`src/rtl/fmul_pkg.sv`:
```
package fmul_pkg;
    typedef enum logic [1:0] {
        FMV_NONE,
        FMV_UU,
        FMV_SS,
        FMV_SU
    } fmul_kind_t;

    typedef enum logic [1:0] {
        EXU_IDLE,
        EXU_WRITE,
        EXU_SKIP
    } exu_state_t;

    localparam logic [7:0] FMUL_MAJOR = 8'h03;
endpackage

```
`src/rtl/fmul_decode.sv`:
```
module fmul_decode
    import fmul_pkg::*;
#(
    parameter int IDX_W     = 5,
    parameter int FIELD_W   = 3,
    parameter int BANK_BASE = 16
) (
    input  logic [15:0]      instr_i,
    output fmul_kind_t       kind_o,
    output logic [IDX_W-1:0] a_idx_o,
    output logic [IDX_W-1:0] b_idx_o
);
    localparam int DST_LSB = 4;
    localparam int SRC_LSB = 0;

    always_comb begin
        kind_o = FMV_NONE;
        if (instr_i[15:8] == FMUL_MAJOR) begin
            unique case ({instr_i[7], instr_i[3]})
                2'b01:   kind_o = FMV_UU;
                2'b10:   kind_o = FMV_SS;
                2'b11:   kind_o = FMV_SU;
                default: kind_o = FMV_NONE;
            endcase
        end
    end

    assign a_idx_o = IDX_W'(BANK_BASE) + IDX_W'(instr_i[DST_LSB +: FIELD_W]);
    assign b_idx_o = IDX_W'(BANK_BASE) + IDX_W'(instr_i[SRC_LSB +: FIELD_W]);
endmodule

```
`src/rtl/fmul_datapath.sv`:
```
module fmul_datapath
    import fmul_pkg::*;
#(
    parameter int DATA_W = 8
) (
    input  fmul_kind_t            kind_i,
    input  logic [DATA_W-1:0]     op_a_i,
    input  logic [DATA_W-1:0]     op_b_i,
    output logic [2*DATA_W-1:0]   prod_shl_o,
    output logic                  carry_o,
    output logic                  zero_o
);
    localparam int PROD_W = 2 * DATA_W;

    logic              a_sgn, b_sgn;
    logic [PROD_W-1:0] ext_a, ext_b, prod;

    always_comb begin
        unique case (kind_i)
            FMV_SS:  begin a_sgn = 1'b1; b_sgn = 1'b1; end
            FMV_SU:  begin a_sgn = 1'b1; b_sgn = 1'b0; end
            default: begin a_sgn = 1'b0; b_sgn = 1'b0; end
        endcase
    end

    assign ext_a = {{DATA_W{a_sgn & op_a_i[DATA_W-1]}}, op_a_i};
    assign ext_b = {{DATA_W{b_sgn & op_b_i[DATA_W-1]}}, op_b_i};
    assign prod  = ext_a * ext_b;

    assign carry_o    = prod[PROD_W-1];
    assign zero_o     = (prod == '0);
    assign prod_shl_o = {prod[PROD_W-2:0], 1'b0};
endmodule

```
`src/rtl/fmul_unit.sv`:
```
module fmul_unit
    import fmul_pkg::*;
#(
    parameter int DATA_W    = 8,
    parameter int IDX_W     = 5,
    parameter int FIELD_W   = 3,
    parameter int BANK_BASE = 16
) (
    input  logic              clk,
    input  logic              rst_n,
    input  logic              issue_i,
    input  logic [15:0]       instr_i,
    input  logic              mul_en_i,
    output logic [IDX_W-1:0]  src_a_idx_o,
    output logic [IDX_W-1:0]  src_b_idx_o,
    input  logic [DATA_W-1:0] src_a_data_i,
    input  logic [DATA_W-1:0] src_b_data_i,
    output logic              retire_o,
    output logic              pair_we_o,
    output logic [DATA_W-1:0] pair_lo_o,
    output logic [DATA_W-1:0] pair_hi_o,
    output logic              flag_we_o,
    output logic              carry_o,
    output logic              zero_o
);
    localparam int PROD_W = 2 * DATA_W;

    fmul_kind_t        kind;
    logic [PROD_W-1:0] prod_shl;
    logic              c_next, z_next;
    exu_state_t        state_q, state_d;
    logic [PROD_W-1:0] res_q;
    logic              c_q, z_q;

    fmul_decode #(
        .IDX_W    (IDX_W),
        .FIELD_W  (FIELD_W),
        .BANK_BASE(BANK_BASE)
    ) u_dec (
        .instr_i(instr_i),
        .kind_o (kind),
        .a_idx_o(src_a_idx_o),
        .b_idx_o(src_b_idx_o)
    );

    fmul_datapath #(
        .DATA_W(DATA_W)
    ) u_dp (
        .kind_i    (kind),
        .op_a_i    (src_a_data_i),
        .op_b_i    (src_b_data_i),
        .prod_shl_o(prod_shl),
        .carry_o   (c_next),
        .zero_o    (z_next)
    );

    // Next state: every state reacts only to the current issue.
    always_comb begin
        state_d = EXU_IDLE;
        if (issue_i && kind != FMV_NONE) begin
            state_d = mul_en_i ? EXU_WRITE : EXU_SKIP;
        end
    end

    // State register.
    always_ff @(posedge clk or negedge rst_n) begin
        if (!rst_n) state_q <= EXU_IDLE;
        else        state_q <= state_d;
    end

    // Result and flag registers, loaded only on a writing transition.
    always_ff @(posedge clk or negedge rst_n) begin
        if (!rst_n) begin
            res_q <= '0;
            c_q   <= 1'b0;
            z_q   <= 1'b0;
        end else if (state_d == EXU_WRITE) begin
            res_q <= prod_shl;
            c_q   <= c_next;
            z_q   <= z_next;
        end
    end

    // Outputs decoded from the state.
    always_comb begin
        retire_o  = 1'b0;
        pair_we_o = 1'b0;
        unique case (state_q)
            EXU_WRITE: begin retire_o = 1'b1; pair_we_o = 1'b1; end
            EXU_SKIP:  retire_o = 1'b1;
            default:   ;
        endcase
    end

    assign flag_we_o = pair_we_o;
    assign pair_lo_o = res_q[DATA_W-1:0];
    assign pair_hi_o = res_q[PROD_W-1:DATA_W];
    assign carry_o   = c_q;
    assign zero_o    = z_q;
endmodule

```
`config.mk`:
```
export PLATFORM = sky130hd
export DESIGN_NAME = fmul_unit
export DESIGN_NICKNAME = d
export VERILOG_FILES = /design/src/rtl/fmul_pkg.sv /design/src/rtl/fmul_decode.sv /design/src/rtl/fmul_datapath.sv /design/src/rtl/fmul_unit.sv
export SDC_FILE = /design/constraint.sdc
export NUM_CORES = 1
export LEC_CHECK = 0
export BUFFER_PORTS_ARGS = -buffer_cell sky130_fd_sc_hd__buf_2
export CAP_MARGIN = 5
export CORE_AREA = 4 4 86 88
export DETAILED_ROUTE_END_ITERATION = 7
export DIE_AREA = 0 0 90 92
export PLACE_DENSITY = 0.8
export SLEW_MARGIN = 20
export SYNTH_ARGS = -nofsm -noshare
export SYNTH_HDL_FRONTEND = slang
export SYNTH_HIERARCHICAL = 1
export SYNTH_SLANG_ARGS = --single-unit
export TNS_END_PERCENT = 10
```
`constraint.sdc`:
```
create_clock -name clk -period 1.41 [get_ports clk]
set_clock_uncertainty 0.2 [all_clocks]
set_input_delay 0.282 -clock clk [delete_from_list [all_inputs] [get_ports clk]]
set_output_delay 0.282 -clock clk [all_outputs]
set_load 0.03 [all_outputs]
```
# After elaboration in Yosys (flattened, before gate mapping)
# Cells that the tools add are included.
dict set report word_totals {
  reg_bits 19
  latch_bits 0
  mem_bits_rw 0
  mem_bits_ro 0
  inputBits 36
  output_inout_bits 31
  mem_count 0
}
dict set report classes {
  add_sub_neg 2
  multipliers 1
  n_div 0
  n_lt_le_gt_ge 0
  n_eq_ne 9
  n_shift 0
  n_mux 8
  n_bitwise 2
  n_reduce_logical 5
}
# cell n
set op_table {}
lappend op_table {{logical NOT 16 bit} 1}
lappend op_table {{multiplier 9 x 9 -> 16 bit} 1}
lappend op_table {{adder 5 x 3 -> 5 bit (first input constant)} 2}
lappend op_table {{equality test 2 bit (second input constant)} 5}
lappend op_table {{equality test 8 x 2 -> 1 bit (second input constant)} 1}
lappend op_table {{equality test 2 x 1 -> 1 bit (second input constant)} 3}
lappend op_table {{two-way mux 2 bit} 3}
lappend op_table {{one-hot mux 2 bit (3 select lines)} 1}
lappend op_table {{two-way mux 1 bit} 4}
lappend op_table {{OR reduction 2 bit} 2}
lappend op_table {{bitwise AND 1 bit} 2}
lappend op_table {{nonzero test 2 bit} 1}
lappend op_table {{logical AND 1 bit} 1}

# Logic depth before layout (Yosys ltp)
dict set report depth {
  depth_word 9
  depth_mapped 21
  ltp_nobuf 21
}

# Hierarchy
# The synthesis kept the hierarchy.
# mod instances cells_per_inst area_per_inst_um2 seq_area_each_um2
set by_module_without_submodules {}
lappend by_module_without_submodules {fmul_datapath 1 319 2798.9 0.0}
lappend by_module_without_submodules {fmul_unit 1 47 818.3 500.5}
lappend by_module_without_submodules {fmul_decode 1 18 122.6 0.0}

# Worst setup path before layout
# Ideal clock, no wire load.
dict set report synth_timing {
  path_kind {input-to-reg}
  from {input port instr_i[13]}
  to {register z_q (netlist: zero_o)}
  setup_time_ps 65
  t_arrival_ps 5951
  required_time_ps 1145
  slack_ps -4806
  path_stages 21
  cell_sequence {or4_4 > nor3_1 > clkbuf_1 > nand2_1 > or2_2 > fa_1 > fa_1 > inv_1 > fa_1 > fa_1 > inv_1 > fa_1 > inv_1 > ha_1 > nand2_1 > o31ai_1 > nand2_1 > xnor2_1 > nor4b_1 > nor4bb_1 > mux2_2}
}
dict set report synth_via {
  elab_chain_cells 8
}
# item line_no
set synth_lines {}
lappend synth_lines {{start, declared} fmul_unit.sv:12} ;# input logic [15:0] instr_i,
lappend synth_lines {{equality test 8 x 2 -> 1 bit (*)} fmul_decode.sv:18} ;# if (instr_i[15:8] == FMUL_MAJOR) begin
lappend synth_lines {{two-way mux 2 bit (*)} fmul_decode.sv:18}
lappend synth_lines {{net kind[1]} fmul_unit.sv:28} ;# fmul_kind_t kind;
lappend synth_lines {{equality test 2 bit} fmul_datapath.sv:19} ;# unique case (kind_i)
lappend synth_lines {{OR reduction 2 bit (no line)} --}
lappend synth_lines {{two-way mux 1 bit} fmul_datapath.sv:19}
lappend synth_lines {{bitwise AND 1 bit} fmul_datapath.sv:26} ;# assign ext_a = {{DATA_W{a_sgn & op_a_i[DATA_W-1]}}, op_a_i};
lappend synth_lines {{multiplier 9 x 9 -> 16 bit (*)} fmul_datapath.sv:28} ;# assign prod = ext_a * ext_b;
lappend synth_lines {{net prod_shl[13]} fmul_unit.sv:29} ;# logic [PROD_W-1:0] prod_shl;
lappend synth_lines {{logical NOT 16 bit (*)} fmul_datapath.sv:31} ;# assign zero_o = (prod == '0);
lappend synth_lines {{net z_next} fmul_unit.sv:30} ;# logic c_next, z_next;
lappend synth_lines {{end signal, assigned} fmul_unit.sv:80} ;# z_q <= z_next;
lappend synth_lines {{end, declared} fmul_unit.sv:33} ;# logic c_q, z_q;
# Mark *: on every way through the listed nets, which the timed path passes. The rest lies on a longest branch.
# A chain may end at the register's enable or synchronous reset.

# Worst setup path in the final report
# Same ends and word-level chain as after synthesis.

==> results by group <==
Outcome
  • Status: finished, violations left
  • Failing checks: negative setup slack

Power and ir drop
  • Clock network power share: approximately a tenth
  • Sw Pwr: between 0.002 and 0.003 W
  • Peak supply drop: 0.0009222 V
  • Leakage: 2.674 nW
  • Reg power frac: between 10 and 15%
  • Switching Fraction: 44.17%
  • Pint: about 0.0034 W
  • Combinational power share: around 80%
  • PwrDens: around 1300 mW/mm^2

Clocking
  • Clk sinks: 20
  • H-Tree Depth: 1
  • Skew-Pair Late Insertion Delay: around 0.27 ns
  • Clk buf depth: 2
  • Root Driver: clkbuf_8
  • Clock Pin Slew Worst Setup and Hold Paths: roughly 0.070 ns
  • Num CTS Buffers: 3
  • CTS tree: yes

Floorplanning
  • # IOs: between 60 and 70
  • Die Wd: 90 um
  • Die extent in y: a little over 90 um
  • Die area: around 0.0083 mm^2
  • Initial Utilization: between 50% and 60%
  • Core box area: approximately 0.0066 mm^2
  • Number of cell rows: 30

Global route
  • All-Layer GR Usage: approximately a quarter
  • Vias in the first global route: around 3400
  • Global-route wire length before repair: approximately 16 mm
  • Total grt overflow: 0
  • Largest net degree at the start of global routing: 21
  • Initial antenna violation count: 0

Synth
  • Seq/Total Area, Yosys: between 10% and 20%
  • Largest area contributor in the netlist: fa_1
  • Largest cells by area after synthesis: fa_1, dfrtp_1, ha_1, inv_1, and2_1
  • Synth top cells by count: inv_1, fa_1, nand2_1
  • Post-synthesis cell count: 384
  • Primary FF master, synth: dfrtp_1
  • Dominant cell by count in the synthesized netlist: inv_1
  • Seq cells post-synth: 20
  • Ys async rst share: between 90% and 100%
  • Ys Warns: 6
  • Distinct cells, synth: 39
  • Synth Area per Inst: 9.739 um^2
  • Netlist Area Pre-Place: ~0.0037 mm^2
  • Yosys top cell area share: around a third
  • Count of flip-flops with a built-in enable after synthesis: 0

STA
  • Slew Limit Headroom: 47.40%
  • Final hold violations: 0
  • Max Clock Freq: approximately 170 MHz
  • Final worst slack: -4.510 ns
  • Minimum clock period: roughly 5.9 ns
  • Slew Limit Fails: 0
  • Worst hold slack: about 0.021 ns
  • Setup Viol. Count Final: 23
  • RSZ-0062 raised after global routing: true
  • Fin crit share: 419.9%
  • Setup Total Neg Slack: -51.39 ns
  • Worst slew pin tran: slightly below 0.8 ns

Min path
  • Worst Hold Class: input pin to flop
  • Worst hold path depth: 2

Finish
  • Area Overhead vs Synth: 29.17%
  • Final non-filler cell total: 567
  • ANT cells: 0
  • Final net count: around 620
  • Layout cells sized above 1: roughly 38%

Drt
  • DRC Markers: 0
  • DRT iter0 DRCs: ~170
  • DR vias: 2983
  • Drt wl/cell: approximately 17 um
  • Final WL: between 9 and 10 mm
  • Vias per cell: between 5 and 6
  • DR pass1 iterations: 4
  • Remaining antenna violation count after routing: 0

Placement
  • Dpl hpwl: 7.281 mm
  • Post-placement cell count: 559
  • GP Congestion: about 0.88
  • IO Port Bufs: 50

Critical path
  • Setup CP Type: input pin to flop
  • Worst Path Required: roughly 1.4 ns
  • CP max FO: 3
  • Crit-path cells: buf_6 -> or4_4 -> nor3_4 -> buf_6 -> nand2_4 -> or2_4 -> fa_1 -> fa_1 -> inv_1 -> fa_1 -> fa_1 -> inv_2 -> fa_2 -> inv_2 -> ha_4 -> a2111oi_4 -> o31ai_2 -> a31o_1 -> a21oi_2 -> xnor2_2 -> nor4bb_4 -> mux2_4
  • Element type at the critical path end: flop
  • Slowest cell delay on critical path: approximately 0.58 ns
  • CP max-delay cell: fa_2
  • CP dominant cell by count: fa_1
  • Worst setup SP type: input pin
  • FF-to-FF path depth: 1
  • Arrival time worst endpoint: roughly 5.9 ns

Job
  • Max Cap Viol: 0
==> logic make-up after synthesis <==
| group | Yosys count | synth area share [%] |
|---|---|---|
| compound gates | 21 | 4.417 |
| fa+ha+maj | 97 | 45.10 |
| xor+xnor | 18 | 4.216 |
| simple gates | 97 | 13.52 |
| buf+inv | 110 | 12.75 |
| other cells | 3 | 0.3011 |
| flops | 20 | 13.38 |
| mux | 18 | 6.323 |
==> sequential cells by signal (all words and copies together) (netlist names) <==
name / flops
zero_o: 1
state_q: 2
carry_o: 1
res_q: 16
==> final cells by class <==
class | instances | area, um^2
Multi-Input combinational cell | 256 | 3004
Fill cell | 437 | 1813
Timing Repair Buffer | 120 | 828.3
Sequential cell | 20 | 500.5
Inverter | 87 | 326.6
Tap cell | 80 | 100.1
Clock buffer | 3 | 41.29
Clock inverter | 1 | 30.03
==> metal layers <==
metal / track usage [%] / wire length (um)
met1: 28.54 / 3666
met2: 43.19 / 5216
met3: 2.871 / 402
met4: 7.270 / 239
met5: 0 / 0
==> repair_timing <==
item,in CTS,in global routing
gates resized for setup,31,24
pin swaps,18,9
endpoints found under the setup margin,23,23
hold buffers,1,0
endpoints found under the hold margin,20,0
setup buffers,3,0
==> metrics by stage <==
stage | util, % | setup slack [ns] | cell area, um^2 | power (W)
finish | 72.71 | -4.510 | 4831 | 0.006123
global route | 72.71 | -4.647 | 4831 | 0.006551
detailed placement | 67.46 | -4.916 | 4482 | 0.004597
global placement | 67.46 | -4.608 | 4482 | 0.004411
floorplan | - | -4.484 | 3796 | 0.002997
CTS | 71.09 | -4.381 | 4723 | 0.005704
==> worst paths after layout <==
| check | from | endpoint | slack (ns) |
|---|---|---|---|
| setup / recovery | instr_i[13] | zero_o$_DFFE_PN0N_ | -4.51 |
| hold / removal | mul_en_i | state_q[1]$_DFF_PN0_ | 0.02 |
| setup reg to reg | res_q[14]$_DFFE_PN0N_ | res_q[14]$_DFFE_PN0N_ | 0.44 |
| hold reg to reg | res_q[11]$_DFFE_PN0N_ | res_q[11]$_DFFE_PN0N_ | 0.31 |
| max in group asynchronous | rst_n | res_q[12]$_DFFE_PN0N_ | 0.38 |
| min in group asynchronous | rst_n | state_q[0]$_DFF_PN0_ | 0.32 |
==> placed cells by master, fill, tap and decap left out, types with 3 or more instances in the layout <==
| cell type | synthesis | routed |
|---|---|---|
| and3_1 | 3 | 3 |
| nand2_1 | 39 | 37 |
| buf_6 | 0 | 8 |
| clkbuf_8 | 0 | 3 |
| nor2_1 | 7 | 7 |
| buf_2 | 2 | 42 |
| mux2_4 | 9 | 11 |
| ha_1 | 34 | 28 |
| dfrtp_1 | 20 | 20 |
| fa_1 | 63 | 61 |
| mux2_2 | 9 | 7 |
| xor2_1 | 3 | 3 |
| a21oi_2 | 1 | 3 |
| a21oi_1 | 6 | 3 |
| ha_4 | 0 | 5 |
| inv_1 | 87 | 83 |
| and2_1 | 30 | 30 |
| xnor2_2 | 0 | 5 |
| conb_1 | 3 | 5 |
| xnor2_1 | 15 | 10 |
| inv_2 | 0 | 4 |
| buf_4 | 12 | 68 |
==> power groups by stage <==
stage,registers (W),clock network (W),logic (W)
after CTS,0.000621,0.000580,0.00450
after global placement,0.000630,0,0.00378
after floorplan,0.000696,0,0.00230
final,0.000621,0.000581,0.00492
after detailed placement,0.000631,0,0.00397
after global routing,0.000625,0.000623,0.00530
==> worst max-delay path: cells and delay by family <==
kind	cells	cell delay, ns
and+or+nand+nor	5	1.31
AOI/OAI and AO/OA	4	0.94
buffers and inverters	5	0.38
xor gates and xnor gates	1	0.12
adders and majority gates	6	2.69
muxes	1	0.20
(Power assumes the default switching activity.)
